<file path="config.mk">
export PLATFORM = sky130hd
export DESIGN_NAME = pixwide_ctrl
export DESIGN_NICKNAME = d
export VERILOG_FILES = /design/src/rtl/pixwide_pkg.sv /design/src/rtl/pixwide_fetch.sv /design/src/rtl/pixwide_host.sv /design/src/rtl/pixwide_arb.sv /design/src/rtl/pixwide_ctrl.sv
export SDC_FILE = /design/constraint.sdc
export NUM_CORES = 1
export LEC_CHECK = 0
export ABC_AREA = 1
export CAP_MARGIN = 40
export CORE_UTILIZATION = 48
export DETAILED_ROUTE_END_ITERATION = 8
export PLACE_DENSITY = 0.92
export SYNTH_ARGS = -nofsm -noshare
export SYNTH_HDL_FRONTEND = slang
export SYNTH_SLANG_ARGS = --single-unit
</file>
<file path="constraint.sdc">
create_clock -name clk -period 3 [get_ports clk]
set_input_delay 0.3 -clock clk [delete_from_list [all_inputs] [get_ports clk]]
set_output_delay 0.3 -clock clk [all_outputs]
set_load 0.03 [all_outputs]
</file>
<file path="src/rtl/pixwide_pkg.sv">
`timescale 1ns/1ps
package pixwide_pkg;
  typedef enum logic [1:0] {
    HS_IDLE  = 2'd0,
    HS_READ  = 2'd1,
    HS_MERGE = 2'd2,
    HS_DONE  = 2'd3
  } host_state_e;
endpackage

</file>
<file path="src/rtl/pixwide_fetch.sv">
`timescale 1ns/1ps
module pixwide_fetch #(
  parameter int unsigned PIX_PER_WORD = 4,
  parameter int unsigned PIX_W        = 8,
  parameter int unsigned ADDR_W       = 8
) (
  input  logic                          clk,
  input  logic                          rst_n,
  input  logic                          vid_en,
  input  logic [ADDR_W-1:0]             vid_base,
  input  logic                          lock,
  input  logic [PIX_PER_WORD*PIX_W-1:0] mem_rdata,
  output logic                          vreq,
  output logic [ADDR_W-1:0]             vaddr,
  output logic                          due_next,
  output logic                          pix_valid,
  output logic [PIX_W-1:0]              pix_data
);
  localparam int unsigned WORD_W = PIX_PER_WORD * PIX_W;
  localparam int unsigned LANE_W = $clog2(PIX_PER_WORD);
  localparam logic [LANE_W-1:0] IDX_LAST = LANE_W'(PIX_PER_WORD - 1);
  localparam logic [LANE_W-1:0] IDX_PRE  = LANE_W'(PIX_PER_WORD - 2);

  logic [WORD_W-1:0] word_q;
  logic [LANE_W-1:0] idx_q, idx_d, idx_succ;
  logic              wvalid_q, wvalid_d;
  logic              pend_q, pend_d;
  logic [ADDR_W-1:0] addr_q, addr_d;
  logic              load_en;

  // fetch decision and next state
  always_comb begin
    idx_succ = (idx_q == IDX_LAST) ? '0 : idx_q + 1'b1;
    vreq     = vid_en && !lock && !pend_q && (!wvalid_q || idx_q == IDX_PRE);
    due_next = vid_en && ((pend_q && (IDX_PRE == '0)) ||
                          (wvalid_q && !pend_q && idx_succ == IDX_PRE));
    load_en  = vid_en && pend_q;
    pend_d   = vreq;
    addr_d   = addr_q;
    wvalid_d = wvalid_q;
    idx_d    = idx_q;
    if (!vid_en) begin
      addr_d   = vid_base;
      wvalid_d = 1'b0;
      idx_d    = '0;
    end else begin
      if (vreq) addr_d = addr_q + 1'b1;
      if (pend_q) begin
        wvalid_d = 1'b1;
        idx_d    = '0;
      end else if (wvalid_q) begin
        if (idx_q == IDX_LAST) wvalid_d = 1'b0;
        else                   idx_d    = idx_succ;
      end
    end
  end

  always_ff @(posedge clk or negedge rst_n) begin
    if (!rst_n) begin
      idx_q    <= '0;
      wvalid_q <= 1'b0;
      pend_q   <= 1'b0;
      addr_q   <= '0;
    end else begin
      idx_q    <= idx_d;
      wvalid_q <= wvalid_d;
      pend_q   <= pend_d;
      addr_q   <= addr_d;
    end
  end

  always_ff @(posedge clk or negedge rst_n) begin
    if (!rst_n)       word_q <= '0;
    else if (load_en) word_q <= mem_rdata;
  end

  assign vaddr     = addr_q;
  assign pix_valid = wvalid_q;
  assign pix_data  = word_q[idx_q*PIX_W +: PIX_W];

  AST_NO_GAP: assert property (@(posedge clk) disable iff (!rst_n)
    (vid_en && wvalid_q && idx_q == IDX_LAST) |=> pix_valid)
    else $error("stream gap at word boundary");

  AST_STOP_CLEARS: assert property (@(posedge clk) disable iff (!rst_n)
    (!vid_en) |=> !pix_valid)
    else $error("pixel valid after stream stop");

  AST_LOCK_SAFE: assert property (@(posedge clk) disable iff (!rst_n)
    lock |-> !(vid_en && wvalid_q && !pend_q && idx_q == IDX_PRE))
    else $error("host lock over a due fetch");
endmodule

</file>
<file path="src/rtl/pixwide_host.sv">
`timescale 1ns/1ps
module pixwide_host
  import pixwide_pkg::*;
#(
  parameter int unsigned PIX_PER_WORD = 4,
  parameter int unsigned PIX_W        = 8,
  parameter int unsigned ADDR_W       = 8
) (
  input  logic                                  clk,
  input  logic                                  rst_n,
  input  logic                                  host_req,
  input  logic                                  host_we,
  input  logic                                  host_rmw,
  input  logic [ADDR_W+$clog2(PIX_PER_WORD)-1:0] host_addr,
  input  logic [PIX_W-1:0]                      host_wdata,
  input  logic                                  vreq,
  input  logic                                  due_next,
  input  logic [PIX_PER_WORD*PIX_W-1:0]         mem_rdata,
  output logic                                  hreq,
  output logic                                  hwe,
  output logic [ADDR_W-1:0]                     haddr,
  output logic [PIX_PER_WORD-1:0]               hbe,
  output logic [PIX_PER_WORD*PIX_W-1:0]         hwdata,
  output logic                                  lock,
  output logic [PIX_W-1:0]                      host_rdata,
  output logic                                  host_ready
);
  localparam int unsigned WORD_W = PIX_PER_WORD * PIX_W;
  localparam int unsigned LANE_W = $clog2(PIX_PER_WORD);

  host_state_e       state_q, state_d;
  logic [LANE_W-1:0] lane_q;
  logic [ADDR_W-1:0] addr_q;
  logic [PIX_W-1:0]  data_q, rdata_q;
  logic [LANE_W-1:0] lane_in;
  logic [ADDR_W-1:0] word_in;
  logic [PIX_PER_WORD-1:0] lane_hot;
  logic [WORD_W-1:0] merged;
  logic              start, want_rmw, strobe_wr, cap_en, rd_en;

  assign lane_in = host_addr[LANE_W-1:0];
  assign word_in = host_addr[ADDR_W+LANE_W-1:LANE_W];

  for (genvar g = 0; g < PIX_PER_WORD; g++) begin : g_lane
    assign lane_hot[g] = (lane_in == LANE_W'(g));
    assign merged[g*PIX_W +: PIX_W] = (lane_q == LANE_W'(g)) ? data_q
                                     : mem_rdata[g*PIX_W +: PIX_W];
  end

  always_comb begin
    want_rmw  = host_we && host_rmw;
    start     = (state_q == HS_IDLE) && host_req && !vreq && (!want_rmw || !due_next);
    strobe_wr = start && host_we && !host_rmw;
    cap_en    = start;
    rd_en     = (state_q == HS_READ);
    lock      = (state_q == HS_MERGE);
    if (state_q == HS_MERGE) begin
      hreq   = 1'b1;
      hwe    = 1'b1;
      haddr  = addr_q;
      hbe    = '1;
      hwdata = merged;
    end else begin
      hreq   = start;
      hwe    = strobe_wr;
      haddr  = word_in;
      hbe    = strobe_wr ? lane_hot : '0;
      hwdata = {PIX_PER_WORD{host_wdata}};
    end
  end

  always_comb begin
    state_d = state_q;
    unique case (state_q)
      HS_IDLE:  if (start) state_d = !host_we ? HS_READ : (host_rmw ? HS_MERGE : HS_DONE);
      HS_READ:  state_d = HS_DONE;
      HS_MERGE: state_d = HS_DONE;
      HS_DONE:  state_d = HS_IDLE;
      default:  state_d = HS_IDLE;
    endcase
  end

  always_ff @(posedge clk or negedge rst_n) begin
    if (!rst_n) state_q <= HS_IDLE;
    else        state_q <= state_d;
  end

  always_ff @(posedge clk or negedge rst_n) begin
    if (!rst_n) begin
      lane_q <= '0;
      addr_q <= '0;
      data_q <= '0;
    end else if (cap_en) begin
      lane_q <= lane_in;
      addr_q <= word_in;
      data_q <= host_wdata;
    end
  end

  always_ff @(posedge clk or negedge rst_n) begin
    if (!rst_n)     rdata_q <= '0;
    else if (rd_en) rdata_q <= mem_rdata[lane_q*PIX_W +: PIX_W];
  end

  assign host_rdata = rdata_q;
  assign host_ready = (state_q == HS_DONE);

  AST_MERGE_FOLLOWS_READ: assert property (@(posedge clk) disable iff (!rst_n)
    (state_q == HS_MERGE) |-> $past(hreq && !hwe))
    else $error("merge write without preceding read");

  AST_SINGLE_LANE: assert property (@(posedge clk) disable iff (!rst_n)
    (hreq && hwe && hbe != '1) |-> ($countones(hbe) == 1))
    else $error("strobe write touches more than one lane");

  AST_READY_PULSE: assert property (@(posedge clk) disable iff (!rst_n)
    host_ready |=> !host_ready)
    else $error("ready longer than one cycle");
endmodule

</file>
<file path="src/rtl/pixwide_arb.sv">
`timescale 1ns/1ps
module pixwide_arb #(
  parameter int unsigned PIX_PER_WORD = 4,
  parameter int unsigned PIX_W        = 8,
  parameter int unsigned ADDR_W       = 8
) (
  input  logic                          clk,
  input  logic                          rst_n,
  input  logic                          vreq,
  input  logic [ADDR_W-1:0]             vaddr,
  input  logic                          hreq,
  input  logic                          hwe,
  input  logic [ADDR_W-1:0]             haddr,
  input  logic [PIX_PER_WORD-1:0]       hbe,
  input  logic [PIX_PER_WORD*PIX_W-1:0] hwdata,
  output logic                          mem_req,
  output logic                          mem_we,
  output logic [ADDR_W-1:0]             mem_addr,
  output logic [PIX_PER_WORD-1:0]       mem_be,
  output logic [PIX_PER_WORD*PIX_W-1:0] mem_wdata
);
  always_comb begin
    mem_req   = vreq || hreq;
    mem_wdata = hwdata;
    if (vreq) begin
      mem_we   = 1'b0;
      mem_addr = vaddr;
      mem_be   = '0;
    end else begin
      mem_we   = hreq && hwe;
      mem_addr = haddr;
      mem_be   = hreq ? hbe : '0;
    end
  end

  AST_ONE_OWNER: assert property (@(posedge clk) disable iff (!rst_n)
    !(vreq && hreq))
    else $error("display and host own the port together");
endmodule

</file>
<file path="src/rtl/pixwide_ctrl.sv">
`timescale 1ns/1ps
module pixwide_ctrl #(
  parameter int unsigned PIX_PER_WORD = 4,
  parameter int unsigned PIX_W        = 8,
  parameter int unsigned ADDR_W       = 8
) (
  input  logic                                   clk,
  input  logic                                   rst_n,
  input  logic                                   vid_en,
  input  logic [ADDR_W-1:0]                      vid_base,
  output logic                                   pix_valid,
  output logic [PIX_W-1:0]                       pix_data,
  input  logic                                   host_req,
  input  logic                                   host_we,
  input  logic                                   host_rmw,
  input  logic [ADDR_W+$clog2(PIX_PER_WORD)-1:0] host_addr,
  input  logic [PIX_W-1:0]                       host_wdata,
  output logic [PIX_W-1:0]                       host_rdata,
  output logic                                   host_ready,
  output logic                                   mem_req,
  output logic                                   mem_we,
  output logic [ADDR_W-1:0]                      mem_addr,
  output logic [PIX_PER_WORD-1:0]                mem_be,
  output logic [PIX_PER_WORD*PIX_W-1:0]          mem_wdata,
  input  logic [PIX_PER_WORD*PIX_W-1:0]          mem_rdata
);
  localparam int unsigned WORD_W = PIX_PER_WORD * PIX_W;

  logic [1:0]         rst_sync;
  logic               rst_int_n;
  logic               vreq, due_next, lock;
  logic [ADDR_W-1:0]  vaddr, haddr;
  logic               hreq, hwe;
  logic [PIX_PER_WORD-1:0] hbe;
  logic [WORD_W-1:0]  hwdata;

  always_ff @(posedge clk or negedge rst_n) begin
    if (!rst_n) rst_sync <= 2'b00;
    else        rst_sync <= {rst_sync[0], 1'b1};
  end
  assign rst_int_n = rst_sync[1];

  pixwide_fetch #(.PIX_PER_WORD(PIX_PER_WORD), .PIX_W(PIX_W), .ADDR_W(ADDR_W)) u_fetch (
    .clk(clk), .rst_n(rst_int_n), .vid_en(vid_en), .vid_base(vid_base), .lock(lock),
    .mem_rdata(mem_rdata), .vreq(vreq), .vaddr(vaddr), .due_next(due_next),
    .pix_valid(pix_valid), .pix_data(pix_data)
  );

  pixwide_host #(.PIX_PER_WORD(PIX_PER_WORD), .PIX_W(PIX_W), .ADDR_W(ADDR_W)) u_host (
    .clk(clk), .rst_n(rst_int_n), .host_req(host_req), .host_we(host_we),
    .host_rmw(host_rmw), .host_addr(host_addr), .host_wdata(host_wdata),
    .vreq(vreq), .due_next(due_next), .mem_rdata(mem_rdata),
    .hreq(hreq), .hwe(hwe), .haddr(haddr), .hbe(hbe), .hwdata(hwdata),
    .lock(lock), .host_rdata(host_rdata), .host_ready(host_ready)
  );

  pixwide_arb #(.PIX_PER_WORD(PIX_PER_WORD), .PIX_W(PIX_W), .ADDR_W(ADDR_W)) u_arb (
    .clk(clk), .rst_n(rst_int_n), .vreq(vreq), .vaddr(vaddr), .hreq(hreq), .hwe(hwe),
    .haddr(haddr), .hbe(hbe), .hwdata(hwdata), .mem_req(mem_req), .mem_we(mem_we),
    .mem_addr(mem_addr), .mem_be(mem_be), .mem_wdata(mem_wdata)
  );

  AST_IDLE_NO_ACCESS: assert property (@(posedge clk) disable iff (!rst_int_n)
    (!vid_en && !host_req && !host_ready && !lock) |-> !mem_req)
    else $error("memory access with no user");
endmodule

</file>
==> impl_metrics.ini <==
[sta]
rsz0062_at_grt = yes
finalMaxSlewViolations = 0
worst_slew_pin_slew_ns = 0.814
report.final.hold_viol_count = 0
finClkSkew_ns = 0.0158
post-route-period-util_pct = 97.0
max_freq_ghz = 0.344
setup_viol = 0
layout_setup_ws_ns = 0.0894
relSlewSlack_pct = 45.6
fin_crit_ns = 2.91

[global_routing]
gr-usage-met3_pct = 6.58
antenna_found_initial = 0
grt_pass1_vias = 4431
use_met2_pct = 48.3
grt_pass1_wl_mm = 22.7
grtUsageTotal_pct = 30.8
grt_max_degree = 49
grt_use_met1_pct = 42.2
top_usage_layer = met2
overflow = 0

[worst_setup_path]
crit-reg2reg-launch = u_host.state_q[0]$_DFFE_PN0P_
r2r_cells = 9
max_stage_delay_ns = 0.69
arrival_ns = 2.61
cp-end-kind = primary output
reg2reg_to = u_host.data_q[7]$_DFFE_PN0P_
path_delay_family = buffers and inverters
criticalPathCategory = flop to primary output
startpoint_type = flop
critPathLaunch = u_host.state_q[0]$_DFFE_PN0P_
cp_max_fo = 19
r2r_slack_ns = 0.84
critPathBufInv = 3
worstPathRequired_ns = 2.70
critical_path.slowest_cell = clkdlybuf4s50_1
crit_chain = inv_1 > ha_1 > inv_2 > nand3_4 > o211ai_1 > clkdlybuf4s50_1

[place]
dp_hpwl_mm = 10.6
dpl-instance-area_mm2 = 0.00566
io_buffers = 127
place_congestion = 0.965
dp_slack_ns = 0.397
dp.cells = 790

[floorplanning]
coreArea_mm2 = 0.00872
io-pin-count = 128
initial_core_util_pct = 49.5
row_count = 34
die_w_um = 96.8
die_area_mm2 = 0.00937
die_y_um = 96.8

[cells_and_area]
mostFrequentLayoutCells = 159 x nand2_1, 100 x o21ai_0, 98 x clkdlybuf4s50_1, 73 x dfrtp_1, 61 x nor2_1
design_area_mm2 = 0.00587
drive_gt1_share_pct = 11.0
final_cells = 806
n_antenna_cell = 0
syn2layout_area_growth_pct = 36.1
final_common_cell = nand2_1
n_fill_cell = 723
fin_nets = 766

[yosys]
synth_edf_count = 0
ys_ff_latch = 74
seq_area_frac_synth_pct = 42.9
synthFlopType = dfrtp_1
synth-warning-count = 0
syn_nets = 641
ys_types = 30
syn_area_per_cell_um2 = 7.60
syn_inst = 568
async_reset_ff_share_pct = 100
netlist_area_mm2 = 0.00432

[detailed_routing]
wl_per_cell_um = 17.4
dr.first_iter.drc_count = 379
antenna_left = 0
drc = 0
routed_wl_mm = 14.1
firstDrtPassIters = 5
via_count = 4610
avgViaCountPerCell = 5.72

[clock_tree]
cts_root_buf = clkbuf_8
cts_setup_buffers = 0
cts_buffer_depth = 2
cts_tree = done
htreeDepth = 3
path_clk_slew_ns = 0.08
clk_latency_ns = 0.36
cts.sinks = 74
cts_buffers = 9
cts_hold_buffers = 0

[power_and_ir_drop]
p_per_area_mw_per_mm2 = 1120
power.total_mw = 6.56
p_leak_nw = 2.87
peakVddDrop_v = 0.000701

[min_path]
hp-class = primary input to async pin

[status]
outcome = complete, no violations

[flow_run]
drv_cap = 0
==> state kept, by name, summed over array words and instances, names as in the netlist <==
| register | flops |
|---|---|
| rst_sync | 2 |
| u_fetch.pend_q | 1 |
| u_fetch.vaddr | 8 |
| u_host.addr_q | 8 |
| u_fetch.idx_q | 2 |
| u_fetch.pix_valid | 1 |
| u_host.lane_q | 2 |
| u_fetch.word_q | 32 |
| u_host.host_rdata | 8 |
| u_host.state_q | 2 |
| u_host.data_q | 8 |
==> power breakdown <==
part / internal [mW] / switching (mW)
logic: 1.53 / 2.51
clock network: 0.300 / 0.392
registers: 1.46 / 0.374
==> worst max path at each step <==
| stage | endpoint | slack [ns] | cells past startpoint |
|---|---|---|---|
| 3_3_place_gp | mem_addr[0] | 0.45 | 6 |
| 5_1_grt | mem_addr[0] | -0.05 | 6 |
| 6_report | mem_addr[0] | 0.09 | 6 |
| 3_5_place_dp | mem_wdata[15] | 0.40 | 6 |
| 4_1_cts | mem_wdata[15] | 0.007 | 6 |
| 2_1_floorplan | mem_addr[7] | 0.46 | 8 |
==> what timing repair did <==
| action | 4_1_cts | 5_1_grt |
|---|---|---|
| hold endpoints to repair | 0 | 0 |
| endpoints found under the setup margin | 0 | 21 |
| resized for setup | 0 | 16 |
==> layout make-up <==
cell class / instances / area, um^2 / area share, %
Timing Repair Buffer: 138 / 1370 / 23.4
Clock buffer: 10 / 128 / 2.17
Clock inverter: 6 / 41.3 / 0.703
Inverter: 43 / 161 / 2.75
Tap cell: 108 / 135 / 2.30
Sequential cell: 74 / 1850 / 31.6
Multi-Input combinational cell: 427 / 2180 / 37.1
==> kinds of logic after synthesis <==
logic type	count (synthesis)	share of synthesized area, %
flops	74	42.9
simple gates	255	24.1
compound gates	133	16.2
buf+inv	67	6.55
other cells	1	0.0869
fa+ha+maj	9	2.61
xor+xnor	1	0.203
mux	28	7.31
==> worst register-to-register path, stage by stage (launching register included) <==
cell and delay [ns]:
dfrtp_1 0.42, inv_1 0.12, ha_1 0.32, inv_2 0.21, nand3_4 0.25, nand2_1 0.10
nor2_2 0.32, buf_4 0.24, nand2_1 0.07, nand2_1 0.05
==> per-stage QoR <==
step	TNS [ns]	hold slack, ns	util (%)
after floorplan	0	0.00441	-
after global placement	0	0.285	64.9
after detailed placement	0	0.289	64.9
after CTS	0	0.0948	66.9
after global routing	-0.118	0.0874	67.3
final	0	0.101	67.3
==> metal layers <==
metal | routed length [um] | up-vias
met5 | 0 | -
met4 | 344 | 0
met3 | 1320 | 31
met2 | 6490 | 245
met1 | 5900 | 2205
li1 | - | 2129
==> Yosys cell counts, types with 7 or more instances <==
master    number  share of area (%)
buf_2          7               0.81
clkbuf_1      12                1.0
dfrtp_1       74                 43
ha_1           9                2.6
inv_1         39                3.4
mux2_2        28                7.3
nand2_1      159                 14
nand3_1       21                2.4
nor2_1        61                5.3
o211ai_1       7                1.2
o21ai_0      100                 12
o21ai_1        9                1.0
o22ai_1        8                1.2
No activity file was read; power rests on OpenSTA's default activity.
